--- config.mk ---
export PLATFORM = sky130hd
export DESIGN_NAME = sirq_unit
export DESIGN_NICKNAME = d
export VERILOG_FILES = /design/src/rtl/sirq_pkg.sv /design/src/rtl/sirq_event_bank.sv /design/src/rtl/sirq_mask_reg.sv /design/src/rtl/sirq_irq_gen.sv /design/src/rtl/sirq_unit.sv
export SDC_FILE = /design/constraint.sdc
export NUM_CORES = 1
export LEC_CHECK = 0
export BUFFER_PORTS_ARGS = -buffer_cell sky130_fd_sc_hd__buf_2
export CAP_MARGIN = 20
export CORE_MARGIN = 3
export CORE_UTILIZATION = 47
export DETAILED_ROUTE_END_ITERATION = 16
export PLACE_DENSITY = 0.76
export RECOVER_POWER = 100
export SLEW_MARGIN = 20
export SYNTH_ARGS = -nofsm -noshare
export SYNTH_HDL_FRONTEND = slang
export SYNTH_SLANG_ARGS = --single-unit
--- constraint.sdc ---
create_clock -name clk -period 1.3 [get_ports clk]
set_clock_uncertainty 0.15 [all_clocks]
set_input_delay 0.065 -clock clk [delete_from_list [all_inputs] [get_ports clk]]
set_output_delay 0.065 -clock clk [all_outputs]
set_load 0.02 [all_outputs]
--- src/rtl/sirq_pkg.sv ---
package sirq_pkg;

    localparam int EVT_W   = 11;
    localparam int LIVE_W  = 11;
    localparam int FLAG_W  = EVT_W + LIVE_W;
    localparam int RSV_IDX = 9;
    localparam int ADDR_W  = 2;
    localparam int N_LINES = 2;

    typedef enum logic [ADDR_W-1:0] {
        SEL_FLAGS = 2'd0,
        SEL_CLEAR = 2'd1,
        SEL_MASK0 = 2'd2,
        SEL_MASK1 = 2'd3
    } sel_e;

endpackage

--- src/rtl/sirq_event_bank.sv ---
module sirq_event_bank #(
    parameter int EVT_W   = 11,
    parameter int RSV_IDX = 9
) (
    input  logic             clk,
    input  logic             rst_n,
    input  logic [EVT_W-1:0] evt_i,
    input  logic             clr_we_i,
    input  logic [EVT_W-1:0] clr_bits_i,
    output logic [EVT_W-1:0] sticky_o
);

    localparam logic [EVT_W-1:0] KEEP = ~(EVT_W'(1) << RSV_IDX);

    typedef struct packed {
        logic [EVT_W-1:0] bits;
    } bank_t;

    bank_t bank_d, bank_q;

    always_comb begin
        bank_d = bank_q;
        if (clr_we_i) begin
            bank_d.bits = bank_d.bits & ~clr_bits_i;
        end
        // a pulse in the same cycle as a clear keeps the flag set
        bank_d.bits = (bank_d.bits | evt_i) & KEEP;
    end

    always_ff @(posedge clk or negedge rst_n) begin
        if (!rst_n) begin
            bank_q <= '0;
        end else begin
            bank_q <= bank_d;
        end
    end

    assign sticky_o = bank_q.bits;

endmodule

--- src/rtl/sirq_mask_reg.sv ---
module sirq_mask_reg #(
    parameter int W       = 22,
    parameter int RSV_IDX = 9
) (
    input  logic         clk,
    input  logic         rst_n,
    input  logic         wr_en_i,
    input  logic [W-1:0] wdata_i,
    output logic [W-1:0] mask_o
);

    localparam logic [W-1:0] KEEP = ~(W'(1) << RSV_IDX);

    typedef struct packed {
        logic [W-1:0] bits;
    } mask_t;

    mask_t mask_d, mask_q;

    always_comb begin
        mask_d = mask_q;
        if (wr_en_i) begin
            mask_d.bits = wdata_i & KEEP;
        end
    end

    always_ff @(posedge clk or negedge rst_n) begin
        if (!rst_n) begin
            mask_q <= '0;
        end else begin
            mask_q <= mask_d;
        end
    end

    assign mask_o = mask_q.bits;

endmodule

--- src/rtl/sirq_irq_gen.sv ---
module sirq_irq_gen #(
    parameter int W = 22
) (
    input  logic         clk,
    input  logic         rst_n,
    input  logic [W-1:0] flags_i,
    input  logic [W-1:0] mask_i,
    output logic         irq_o
);

    typedef struct packed {
        logic line;
    } irq_t;

    irq_t irq_d, irq_q;

    always_comb begin
        irq_d      = irq_q;
        irq_d.line = |(flags_i & mask_i);
    end

    always_ff @(posedge clk or negedge rst_n) begin
        if (!rst_n) begin
            irq_q <= '0;
        end else begin
            irq_q <= irq_d;
        end
    end

    assign irq_o = irq_q.line;

endmodule

--- src/rtl/sirq_unit.sv ---
module sirq_unit
    import sirq_pkg::*;
#(
    parameter int P_EVT_W   = EVT_W,
    parameter int P_LIVE_W  = LIVE_W,
    parameter int P_RSV_IDX = RSV_IDX
) (
    input  logic                          clk,
    input  logic                          rst_n,
    input  logic [P_EVT_W-1:0]            evt_i,
    input  logic [P_LIVE_W-1:0]           live_i,
    input  logic                          reg_we_i,
    input  logic [ADDR_W-1:0]             reg_addr_i,
    input  logic [P_EVT_W+P_LIVE_W-1:0]   reg_wdata_i,
    output logic [P_EVT_W+P_LIVE_W-1:0]   reg_rdata_o,
    output logic                          irq_done_o,
    output logic                          irq_fifo_o
);

    localparam int FW = P_EVT_W + P_LIVE_W;

    logic [P_EVT_W-1:0] sticky_w;
    logic [FW-1:0]      status_w;
    logic [FW-1:0]      mask_w [N_LINES];
    logic               irq_w  [N_LINES];
    logic               clr_we_w;
    sel_e               sel_w;

    assign sel_w    = sel_e'(reg_addr_i);
    assign clr_we_w = reg_we_i && (sel_w == SEL_CLEAR);

    sirq_event_bank #(
        .EVT_W   (P_EVT_W),
        .RSV_IDX (P_RSV_IDX)
    ) u_bank (
        .clk        (clk),
        .rst_n      (rst_n),
        .evt_i      (evt_i),
        .clr_we_i   (clr_we_w),
        .clr_bits_i (reg_wdata_i[P_EVT_W-1:0]),
        .sticky_o   (sticky_w)
    );

    assign status_w = {live_i, sticky_w};

    for (genvar g = 0; g < N_LINES; g++) begin : g_line
        logic sel_hit;
        assign sel_hit = reg_we_i && (sel_w == ((g == 0) ? SEL_MASK0 : SEL_MASK1));

        sirq_mask_reg #(
            .W       (FW),
            .RSV_IDX (P_RSV_IDX)
        ) u_mask (
            .clk     (clk),
            .rst_n   (rst_n),
            .wr_en_i (sel_hit),
            .wdata_i (reg_wdata_i),
            .mask_o  (mask_w[g])
        );

        sirq_irq_gen #(
            .W (FW)
        ) u_irq (
            .clk     (clk),
            .rst_n   (rst_n),
            .flags_i (status_w),
            .mask_i  (mask_w[g]),
            .irq_o   (irq_w[g])
        );
    end

    assign irq_done_o = irq_w[0];
    assign irq_fifo_o = irq_w[1];

    always_comb begin
        unique case (sel_w)
            SEL_FLAGS: reg_rdata_o = status_w;
            SEL_MASK0: reg_rdata_o = mask_w[0];
            SEL_MASK1: reg_rdata_o = mask_w[1];
            default:   reg_rdata_o = '0;
        endcase
    end

endmodule

==> Word-level counts from Yosys, hierarchy flattened <==
Cells that the tools add are included.
{ "classes": {"n_eq_ne": 3, "mux": 2, "bitwise_logic": 5, "reduce_logical": 6} }
{ "ops": {"columns": ["op", "n"], "rows": [
  ["one-hot mux 22 bit (3 select lines)", 1],
  ["bitwise AND 22 bit", 2],
  ["OR reduction 22 bit", 2],
  ["bitwise AND 11 bit", 1],
  ["2-to-1 mux 11 bit", 1],
  ["inverter 11 bit", 1],
  ["OR 11 bit", 1],
  ["== test 2 bit (second input constant)", 2],
  ["logical AND 1 bit", 3],
  ["== test 2 x 1 -> 1 bit (second input constant)", 1],
  ["zero test 2 bit", 1]
]} }
{ "word_totals": {"register_bits": 54, "output_inout_bits": 24, "wordCells": 21} }

==> Logic depth before layout (Yosys ltp) <==
{ "depth": {"depth_word": 4, "mapped_depth": 5, "mapped_depth_nobuf": 3} }

==> Modules after synthesis <==
From an unflattened synthesis, not the netlist that was laid out.
{ "hier_totals": {"cells_unflattened": 210, "area_unflattened_um2": 3042.9} }
{ "modules_own_cells": {"columns": ["mod", "instances", "cells_each", "area_per_inst_um2", "seq_area_each_um2"], "rows": [
  ["sirq_mask_reg", 2, 46, 870.8, 525.5],
  ["sirq_unit", 1, 57, 600.6, 0.0],
  ["sirq_event_bank", 1, 33, 385.4, 250.2],
  ["sirq_irq_gen", 2, 14, 157.7, 25.0]
]} }

==> Least setup slack after synthesis <==
No wires, ideal clock.
{ "synth_path": {"path_kind": "reg2reg", "start": "register u_bank.bank_q, in the netlist u_bank.sticky_o[3]", "end": "register g_line[0].u_irq.irq_q", "setup_time_ns": 0.131, "t_arrival_ns": 1.108, "required_ns": 1.019, "path_slack_ns": -0.089, "stages_incl_launch_ff": 4, "cell_sequence": "dfrtp_1 > a222oi_1 > nand3_1 > or3_1"} }
{ "synth_between": {"elab_chain_len": 2} }
{ "synth_rtl": {"columns": ["item", "line", "text"], "rows": [
  ["from (decl)", "sirq_event_bank.sv:19", "bank_t bank_d, bank_q;"],
  ["from (signal assigned)", "sirq_event_bank.sv:34", "bank_q <= bank_d;"],
  ["bitwise AND 22 bit", "sirq_irq_gen.sv:19", "irq_d.line = |(flags_i & mask_i);"],
  ["OR reduction 22 bit", "sirq_irq_gen.sv:19", null],
  ["net g_line[0].u_irq.irq_d", "sirq_irq_gen.sv:15", "irq_t irq_d, irq_q;"],
  ["to (signal assigned)", "sirq_irq_gen.sv:26", "irq_q <= irq_d;"],
  ["to (decl)", "sirq_irq_gen.sv:15", null]
]} }
The timed path passes the listed nets, and every way through them passes these cells.
A chain may end at the register's enable or synchronous reset.

==> Final worst setup path <==
{ "layout_path": {"start": "register g_line[0].u_mask.mask_q, in the netlist g_line[0].u_mask.mask_o[7]", "end": "output reg_rdata_o[7]"} }
{ "layout_between": {"elab_chain_len": 1} }
{ "layout_rtl": {"columns": ["item", "line", "text"], "rows": [
  ["from (decl)", "sirq_mask_reg.sv:18", "mask_t mask_d, mask_q;"],
  ["from (signal assigned)", "sirq_mask_reg.sv:31", "mask_q <= mask_d;"],
  ["one-hot mux 22 bit (3 select lines)", "sirq_unit.sv:76", "unique case (sel_w)"],
  ["to (decl)", "sirq_unit.sv:15", "output logic [P_EVT_W+P_LIVE_W-1:0] reg_rdata_o,"]
]} }
Every way passes these cells.

==> flow_summary.ini <==
[clock_tree]
cts_made_buffers = 5
clock_latency_ps = 300
cts-root-buf = clkbuf_8
cts_tree = done
h-tree-depth = 2
clock_sinks = 54
cts.clk_slew.worst_paths_ps = 90
clk_path_buf_depth = 2

[global_route]
grt_use_total = 0.239
antenna_found_initial = 0
grt_max_degree = 55
grt_overflow = 0
grt_pass1_vias = 2531
grt_first_pass_wirelength_um = 12100

[worst_setup_path]
crit_chain = buf_6 > mux2_4 > a22o_1 > buf_6
path_delay_family = flip-flops
path_class = reg2out
crit_required_ps = 1090
cp-end-kind = output pin
worst_r2r_startpoint = g_line[0].u_mask.mask_o[7]
critPathLaunchType = register
crit_path_max_incr_delay_ps = 410
worst-path-buf-inv = 2
cp_common_cell = buf_6
cp_slowest_cell = dfrtp_1
arrival_ps = 1410
crit_fanout = 2
startpoint = g_line[0].u_mask.mask_o[7]

[placed_design]
dp_hpwl_um = 4670
port_buffers = 69
pre_cts_slack_ps = -104
gp_congestion = 0.852
placed_cells = 357

[sta]
maxSlewHeadroom = 0.513
rsz0062_at_grt = yes
slew_viol_final = 0
worst_pin_slew_ps = 730
max_freq_ghz = 0.616
hold-worst-slack_ps = -13.8
period_minus_slack_ps = 1620
setup_viol = 23
fin_setup_tns_ps = -4990
period_share = 1.25
worst_slack_ps = -323
hold_viol = 2

[floorplanning]
io_pins = 73
core_area_um2 = 5340
start_util = 0.507
num_rows = 26
fp.dieH_um = 81.8
dieWidth_um = 81.8
dieArea_um2 = 6700

[drt]
drtIter0Drc = 98
antenna_left = 0
firstDrtPassIters = 4
route.vias.total = 2358
wl_per_cell_um = 17.2
wl_um = 7460
drc = 0
vias_per_cell = 5.43

[synthesis]
synth.top_cell.area_share = 0.500
synth_area_per_cell_um2 = 13.2
ys_ff_latch = 54
synth.distinct_cells = 20
yosysWarnings = 0
ys.flop_type = dfrtp_1
synth_edf_count = 0
synth_seq_area_share = 0.500
synth.cell_area_um2 = 2700
synth_nets = 254
synthArstFlopShare = 1.00
synth_area_leaders = dfrtp_1, mux2_2, a22o_1
yosysTopAreaCell = dfrtp_1
syn_inst = 205

[layout]
fin_util = 0.776
fin_cells = 434
area_delta_synth_final_pct = 53.2
nets = 412
final_common_cell = mux2_2
n_fill_cell = 353
drive_gt1_frac = 0.541
layout_common_cells = mux2_2, dfrtp_1, buf_4
n_antenna_cell = 0

[flow_run]
cap_violations = 0

[power]
p_leak_nw = 1.91
power.density_nw_per_um2 = 1190
ir_drop_v = 0.000892

[worst_hold_path]
worstHoldStart = live_i[10]
hp-class = in2reg

[outcome]
status = finished, violations left
violations = negative hold slack, negative setup slack
==> area by class of cell <==
class / count / area [um^2] / share of cell area
Multi-Input combinational cell: 137 / 1280 / 0.308
Sequential cell: 54 / 1350 / 0.326
Clock buffer: 7 / 76.3 / 0.0184
Tap cell: 70 / 87.6 / 0.0211
Timing Repair Buffer: 165 / 1320 / 0.319
Clock inverter: 1 / 30.0 / 0.00725
==> Yosys cell counts (all sizes together) (2+ instances only) <==
| cell | number |
|---|---|
| nand4 | 2 |
| dfrtp | 54 |
| nand2 | 10 |
| clkbuf | 2 |
| a22oi | 18 |
| mux2 | 63 |
| nand3 | 5 |
| buf | 12 |
| or3 | 2 |
| a21o | 10 |
| a22o | 21 |
| a222oi | 2 |
==> timing repair <==
item,in CTS,in global routing
pin swaps,4,4
hold endpoints to repair,108,0
resized for setup,49,3
setup buffers,36,1
cloned,0,0
hold buffers,32,0
setup endpoints to repair,23,23
==> worst paths after layout <==
kind | end | slack [ps] | cells past startpoint
setup reg to reg | g_line[0].u_irq.irq_o | -300 | 5
hold reg to reg | g_line[1].u_mask.mask_o[14] | 390 | 1
setup / recovery | reg_rdata_o[7] | -320 | 4
min in group asynchronous | g_line[0].u_mask.mask_o[7] | 310 | 3
hold / removal | g_line[1].u_irq.irq_o | -10 | 4
max in group asynchronous | g_line[0].u_mask.mask_o[13] | 210 | 3
==> stage by stage <==
| step | area (um^2) | power [mW] |
|---|---|---|
| detailed placement | 3300 | 3.29 |
| global placement | 3300 | 3.26 |
| floorplan | 2700 | 2.86 |
| finish | 4140 | 4.95 |
| CTS | 4150 | 4.92 |
| global route | 4140 | 5.19 |
==> cells by family after synthesis <==
family / Yosys count / share of synthesized area
AOI/OAI and AO/OA: 51 / 0.154
buffers and inverters: 14 / 0.0384
DFF: 54 / 0.500
muxes: 63 / 0.262
other: 1 / 0.00139
and+or+nand+nor: 22 / 0.0444
==> power by group <==
group / internal [mW] / switching, mW
combinational: 1.08 / 0.673
clock: 0.577 / 0.516
sequential: 1.94 / 0.159
==> worst register-to-register path, delay by kind of cell, from the launching register on <==
kind                   cells  cell delay (ps)
and+or+nand+nor            2              510
DFF                        1              410
buffers and inverters      2              260
AOI/OAI and AO/OA          1              160
==> metal layers <==
| metal | wire length [um] | GRT usage | vias to the layer above |
|---|---|---|---|
| met5 | 0 | 0 | - |
| li1 | - | - | 1105 |
| met4 | 70 | 0.0581 | 0 |
| met2 | 3750 | 0.419 | 71 |
| met3 | 326 | 0.0406 | 6 |
| met1 | 3310 | 0.308 | 1176 |
==> state kept, by name, indices dropped and copies added, names as in the netlist <==
register	flops
u_bank.sticky_o	10
g_line.u_irq.irq_o	2
g_line.u_mask.mask_o	42
Note: power is estimated with default switching activity, not from simulation.
